`src/rtl/conv_q_sched_pkg.sv`:
```
package conv_q_sched_pkg;
  typedef enum logic [1:0] {
    QS_IDLE  = 2'd0,
    QS_PEND  = 2'd1,
    QS_CONV  = 2'd2,
    QS_PAUSE = 2'd3
  } qstate_e;

  localparam int unsigned NUM_Q = 2;
  localparam int unsigned Q_HI  = 0;
  localparam int unsigned Q_LO  = 1;
endpackage

```
`src/rtl/qs_queue_ctrl.sv`:
```
module qs_queue_ctrl
  import conv_q_sched_pkg::*;
#(
  parameter int unsigned N_CCW = 4,
  parameter int unsigned CH_W  = 5,
  localparam int unsigned CCW_W = CH_W + 2,
  localparam int unsigned IDX_W = (N_CCW > 1) ? $clog2(N_CCW) : 1
) (
  input  logic                   clk_i,
  input  logic                   rst_ni,
  input  logic                   trig_i,
  input  logic                   cont_i,
  input  logic [N_CCW*CCW_W-1:0] ccw_tbl_i,
  input  logic                   grant_i,
  input  logic                   preempt_i,
  input  logic                   done_i,
  output logic                   pend_o,
  output logic                   conv_o,
  output logic [CH_W-1:0]        chan_o,
  output logic [IDX_W-1:0]       idx_o,
  output logic                   pause_o,
  output logic                   end_o,
  output logic                   ovr_o
);
  qstate_e          state_q;
  logic [IDX_W-1:0] idx_q;
  logic             loop_trig_q;
  logic [CCW_W-1:0] cur_ccw;
  logic             cur_pause, cur_end, trig_any;

  assign cur_ccw   = ccw_tbl_i[idx_q*CCW_W +: CCW_W];
  assign cur_pause = cur_ccw[CH_W];
  // end bit or last slot terminates the scan; wins over pause
  assign cur_end   = cur_ccw[CH_W+1] | (idx_q == IDX_W'(N_CCW - 1));
  assign trig_any  = trig_i | loop_trig_q;

  always_ff @(posedge clk_i or negedge rst_ni) begin
    if (!rst_ni) begin
      state_q     <= QS_IDLE;
      idx_q       <= '0;
      loop_trig_q <= 1'b0;
      pause_o     <= 1'b0;
      end_o       <= 1'b0;
      ovr_o       <= 1'b0;
    end else begin
      loop_trig_q <= 1'b0;
      unique case (state_q)
        QS_IDLE: if (trig_any) begin
          state_q <= QS_PEND;
          idx_q   <= '0;
          pause_o <= 1'b0;
          end_o   <= 1'b0;
          ovr_o   <= 1'b0;
        end
        QS_PAUSE: if (trig_any) begin
          state_q <= QS_PEND;
          pause_o <= 1'b0;
          end_o   <= 1'b0;
          ovr_o   <= 1'b0;
        end
        QS_PEND: begin
          if (trig_any) ovr_o <= 1'b1;
          if (grant_i) state_q <= QS_CONV;
        end
        QS_CONV: begin
          if (trig_any) ovr_o <= 1'b1;
          if (preempt_i) begin
            state_q <= QS_PEND;  // same slot is re-run
          end else if (done_i) begin
            if (cur_end) begin
              state_q     <= QS_IDLE;
              end_o       <= 1'b1;
              loop_trig_q <= cont_i;
            end else begin
              idx_q <= idx_q + 1'b1;
              if (cur_pause) begin
                state_q <= QS_PAUSE;
                pause_o <= 1'b1;
              end else begin
                state_q <= QS_PEND;
              end
            end
          end
        end
        default: state_q <= QS_IDLE;
      endcase
    end
  end

  assign pend_o = (state_q == QS_PEND);
  assign conv_o = (state_q == QS_CONV);
  assign chan_o = cur_ccw[CH_W-1:0];
  assign idx_o  = idx_q;
endmodule

```
`src/rtl/qs_arbiter.sv`:
```
module qs_arbiter
  import conv_q_sched_pkg::*;
#(
  parameter int unsigned CH_W = 5
) (
  input  logic [NUM_Q-1:0] pend_i,
  input  logic [NUM_Q-1:0] conv_i,
  input  logic             done_i,
  input  logic [CH_W-1:0]  chan_hi_i,
  input  logic [CH_W-1:0]  chan_lo_i,
  output logic [NUM_Q-1:0] grant_o,
  output logic             preempt_o,
  output logic [NUM_Q-1:0] done_o,
  output logic             start_o,
  output logic             abort_o,
  output logic [CH_W-1:0]  chan_o
);
  logic busy;

  assign busy      = |conv_i;
  // a done in the same cycle lets the low queue finish instead
  assign preempt_o = conv_i[Q_LO] & pend_i[Q_HI] & ~done_i;

  always_comb begin
    grant_o        = '0;
    grant_o[Q_HI]  = pend_i[Q_HI] & (~busy | preempt_o);
    grant_o[Q_LO]  = pend_i[Q_LO] & ~pend_i[Q_HI] & ~busy;
  end

  assign done_o  = {NUM_Q{done_i}} & conv_i;
  assign start_o = |grant_o;
  assign abort_o = preempt_o;
  assign chan_o  = grant_o[Q_HI] ? chan_hi_i : chan_lo_i;
endmodule

```
`src/rtl/conv_q_sched.sv`:
```
module conv_q_sched
  import conv_q_sched_pkg::*;
#(
  parameter int unsigned N_CCW = 4,
  parameter int unsigned CH_W  = 5,
  localparam int unsigned CCW_W = CH_W + 2,
  localparam int unsigned TBL_W = N_CCW * CCW_W,
  localparam int unsigned IDX_W = (N_CCW > 1) ? $clog2(N_CCW) : 1
) (
  input  logic             clk_i,
  input  logic             rst_ni,
  input  logic             q1_ext_trig_i,
  input  logic             q1_sw_trig_i,
  input  logic             q2_ext_trig_i,
  input  logic             q2_sw_trig_i,
  input  logic             q2_tmr_trig_i,
  input  logic             q1_cont_i,
  input  logic             q2_cont_i,
  input  logic [TBL_W-1:0] q1_ccw_i,
  input  logic [TBL_W-1:0] q2_ccw_i,
  input  logic             adc_done_i,
  output logic             adc_start_o,
  output logic             adc_abort_o,
  output logic [CH_W-1:0]  adc_chan_o,
  output logic             res_valid_o,
  output logic             res_queue_o,
  output logic [IDX_W-1:0] res_idx_o,
  output logic [1:0]       pause_flag_o,
  output logic [1:0]       end_flag_o,
  output logic [1:0]       ovr_flag_o
);
  logic [NUM_Q-1:0] q_trig, q_cont, q_pend, q_conv, q_grant, q_pre, q_done;
  logic [TBL_W-1:0] q_tbl  [NUM_Q];
  logic [CH_W-1:0]  q_chan [NUM_Q];
  logic [IDX_W-1:0] q_idx  [NUM_Q];
  logic             preempt;

  assign q_trig[Q_HI] = q1_ext_trig_i | q1_sw_trig_i;
  assign q_trig[Q_LO] = q2_ext_trig_i | q2_sw_trig_i | q2_tmr_trig_i;
  assign q_cont       = {q2_cont_i, q1_cont_i};
  assign q_tbl[Q_HI]  = q1_ccw_i;
  assign q_tbl[Q_LO]  = q2_ccw_i;

  always_comb begin
    q_pre       = '0;
    q_pre[Q_LO] = preempt;
  end

  for (genvar g = 0; g < NUM_Q; g++) begin : g_q
    qs_queue_ctrl #(.N_CCW(N_CCW), .CH_W(CH_W)) u_q (
      .clk_i     (clk_i),
      .rst_ni    (rst_ni),
      .trig_i    (q_trig[g]),
      .cont_i    (q_cont[g]),
      .ccw_tbl_i (q_tbl[g]),
      .grant_i   (q_grant[g]),
      .preempt_i (q_pre[g]),
      .done_i    (q_done[g]),
      .pend_o    (q_pend[g]),
      .conv_o    (q_conv[g]),
      .chan_o    (q_chan[g]),
      .idx_o     (q_idx[g]),
      .pause_o   (pause_flag_o[g]),
      .end_o     (end_flag_o[g]),
      .ovr_o     (ovr_flag_o[g])
    );
  end

  qs_arbiter #(.CH_W(CH_W)) u_arb (
    .pend_i    (q_pend),
    .conv_i    (q_conv),
    .done_i    (adc_done_i),
    .chan_hi_i (q_chan[Q_HI]),
    .chan_lo_i (q_chan[Q_LO]),
    .grant_o   (q_grant),
    .preempt_o (preempt),
    .done_o    (q_done),
    .start_o   (adc_start_o),
    .abort_o   (adc_abort_o),
    .chan_o    (adc_chan_o)
  );

  assign res_valid_o = |q_done;
  assign res_queue_o = q_done[Q_LO];
  assign res_idx_o   = q_done[Q_LO] ? q_idx[Q_LO] : q_idx[Q_HI];
endmodule

```
`config.mk`:
```
export PLATFORM = sky130hd
export DESIGN_NAME = conv_q_sched
export DESIGN_NICKNAME = d
export VERILOG_FILES = /design/src/rtl/conv_q_sched_pkg.sv /design/src/rtl/qs_queue_ctrl.sv /design/src/rtl/qs_arbiter.sv /design/src/rtl/conv_q_sched.sv
export SDC_FILE = /design/constraint.sdc
export NUM_CORES = 1
export LEC_CHECK = 0
export BUFFER_PORTS_ARGS = -buffer_cell sky130_fd_sc_hd__buf_2
export CAP_MARGIN = 30
export CORE_UTILIZATION = 37
export CTS_CLUSTER_DIAMETER = 200
export DETAILED_ROUTE_END_ITERATION = 7
export PLACE_DENSITY = 0.72
export SLEW_MARGIN = 20
export SYNTH_ARGS = -nofsm -noshare
export SYNTH_HDL_FRONTEND = slang
export SYNTH_SLANG_ARGS = --single-unit
```
`constraint.sdc`:
```
create_clock -name clk_i -period 1.6 [get_ports clk_i]
set_input_delay 0.08 -clock clk_i [delete_from_list [all_inputs] [get_ports clk_i]]
set_output_delay 0.08 -clock clk_i [all_outputs]
set_load 0.005 [all_outputs]
```
==> impl_metrics.yaml <==
clock_tree:
  clk_pin_slew_worst_paths_ns: 0.07
  cts-htree-levels: 1
  cts_tree: "built"
  clkSinkCount: 16
  cts-root-buf: "clkbuf_8"
  numCtsBuffers: 3
  clockBufferDepth: 2
  clk_latency_ns: 0.25
sta:
  max_freq_mhz: 557
  finClkSkew_ns: 0.00392
  hold_viol: 0
  maxSlewViolCount: 0
  grt_setup_unrepaired: "yes"
  fin_ws_ns: -0.194
  worst_slew_pin_slew_ns: 0.418
  setup_viol: 11
  period_minus_slack_ns: 1.79
  fin_hold_ws_ns: 0.0719
  post-route-period-util_pct: 112
  maxSlewHeadroom_pct: 72.1
critical_path:
  cp-start-kind: "flip-flop"
  reg2reg_from: "g_q[0].u_q.idx_o[0]"
  arrival_ns: 1.71
  path_cells: "buf_6 -> mux4_2 -> mux2_4 -> buf_6"
  cp_top_family: "multiplexers"
  reg2reg_setup_slack_ns: -0.12
  cp-startpoint: "g_q[0].u_q.idx_o[0]"
  max_stage_delay_ns: 0.51
  path_common_cell: "buf_6"
  worstSetupEndpoint: "adc_chan_o[0]"
  critPathKind: "flip-flop to output pin"
  worst_r2r_path_depth: 5
  worstPathRequired_ns: 1.52
  cp_max_fo: 4
  cp_num_buf_inv: 2
  crit_slowest_cell: "mux4_2"
  crit_cells: 4
  r2r-end: "g_q[0].u_q.idx_o[1]"
  critPathCaptureType: "output pin"
grt:
  grt_start_max_net_pins: 17
  overflow: 0
  grt_pass1_vias: 1474
  grt.total_usage_pct: 19.2
  antenna_found_initial: 0
  grt_pass1_wl_um: 6420
logic_synthesis:
  syn_inst: 150
  synth_edf_count: 0
  seq_area_frac_synth_pct: 26.0
  synthesis.area_mm2: 0.00154
  synth.top_cell.area_share_pct: 26.0
  yosys_warnings: 0
  synth_area_per_cell_um2: 10.3
  postSynth.asyncResetShare_pct: 100
  ys_ff_latch: 16
  synthFlopType: "dfrtp_1"
  synth_area_leaders: "dfrtp_1, mux4_1, mux4_2, ha_1, mux2_2"
  syn-num-nets: 225
  yosysUniqueCellTypes: 40
  yosysTopAreaCell: "dfrtp_1"
pwr:
  ir_drop_v: 0.000751
  powerDensity_mw_per_mm2: 1430
  sw_frac_of_total_pct: 38.3
  combPwrFrac_pct: 71.7
  p_int_w: 0.00217
  seqPwrFrac_pct: 17.9
  power_frac_clock_pct: 10.4
  power_w: 0.00352
  switching_power_w: 0.00135
  leakagePower_nw: 1.18
drt:
  routed_wl_um: 4650
  dr.pass1.iters: 4
  wl_per_cell_um: 15.2
  viasPerCell: 5.28
  drt_iter0_drc: 71
  drtAntennaViolNets: 0
  drc: 0
  dr_total_vias: 1617
cells_and_area:
  stdcell_area_mm2: 0.00246
  drive_above_1_share_pct: 68.8
  synthToLayoutAreaGrowth_pct: 60.1
  diodes: 0
  final_nets: 332
  stdcell_count: 306
die:
  row_count: 23
  chipHeight_um: 66.5
  die_width_um: 66.5
  start_util_pct: 38.5
  core_area_mm2: 0.00400
  die_area_mm2: 0.00442
  io_pins: 83
placement:
  place_area_mm2: 0.00208
  dp.cells: 289
  place_hpwl_um: 3360
  gp_congestion: 0.809
  numPortBuffers: 82
job:
  cap_violations: 0
hold_path:
  hold_path.class: "input pin to flip-flop"
outcome:
  outcome: "complete, but fails checks"
  violations: "negative setup slack"
## cell usage after synthesis (all sizes together) (5+ instances only)
cell and instances:
a21oi 6, buf 10, clkbuf 5, dfrtp 16, ha 9, inv 10
mux2 9, mux4 13, nand2 15, nor2 7, o21ai 8
## logic make-up after synthesis
family          Yosys count  synth area share [%]
compound gates           34                  14.6
fa+ha+maj                 9                  7.32
buf+inv                  25                  9.02
flops                    16                  26.0
mux                      25                  29.0
simple gates             41                  14.1
## worst min-delay path by stage
stage | to | cells after the start | startpoint | slack, ns
final | g_q[1].u_q.loop_trig_q | 2 | q2_cont_i | 0.07
after global routing | g_q[1].u_q.loop_trig_q | 2 | q2_cont_i | 0.08
after CTS | g_q[0].u_q.loop_trig_q | 3 | q1_cont_i | 0.07
after detailed placement | g_q[0].u_q.pause_o | 1 | rst_ni | 0.03
after global placement | g_q[0].u_q.pause_o | 1 | rst_ni | 0.03
after floorplan | g_q[0].u_q.end_o | 0 | rst_ni | -0.22
## flip-flops by register name (all words and copies together) (netlist names)
register / count
g_q.u_q.loop_trig_q: 2
g_q.u_q.pause_o: 2
g_q.u_q.end_o: 2
g_q.u_q.idx_o: 4
g_q.u_q.ovr_o: 2
g_q.u_q.state_q: 4
## layout make-up
class                      count  area (um2)
fill                         333        1540
multi-input combinational    109        1160
inverter                      10        37.5
sequential                    16         403
timing repair buffer         117         741
tap                           50        62.6
clock buffer                   4        55.1
## layout by cell type (no fill, tap or decap), types with 4 or more instances in the layout
master,Yosys,final
a31oi_1,4,4
ha_1,9,4
mux4_2,7,13
inv_1,10,6
buf_2,3,77
dfrtp_1,16,14
o21ai_0,8,5
mux2_4,0,6
ha_4,0,4
buf_6,1,14
clkbuf_8,1,4
buf_4,6,25
nand2_1,15,14
inv_2,0,4
nor2_1,6,5
## power groups by stage
stage,clock [W],combinational (W),sequential [W]
2_1_floorplan,0,0.00122,0.000598
3_3_place_gp,0,0.00174,0.000621
3_5_place_dp,0,0.00178,0.000624
4_1_cts,0.000376,0.00211,0.000613
5_1_grt,0.000390,0.00273,0.000640
6_report,0.000367,0.00252,0.000629
## what timing repair did
action	CTS	global route
hold endpoints to repair	16	0
hold buffers	1	0
endpoints found under the setup margin	12	19
resized for setup	30	36
pin swaps	2	12
buffers inserted	11	3
## metrics by stage
stage,worst slack (ns),util (%),TNS (ns)
2_1_floorplan,-0.0223,-,-0.0223
3_3_place_gp,0.00245,52.0,0
3_5_place_dp,-0.0307,52.0,-0.163
4_1_cts,-0.191,57.6,-1.07
5_1_grt,-0.246,61.6,-1.93
6_report,-0.194,61.6,-1.10
## routing by layer
metal / wire length [um] / GRT usage (%) / vias up
li1: - / - / 766
met1: 2020 / 24.8 / 802
met2: 2420 / 32.9 / 47
met3: 197 / 5.31 / 2
met4: 8 / 1.60 / 0
met5: 0 / 0 / -
No activity file was read; power rests on OpenSTA's default activity.
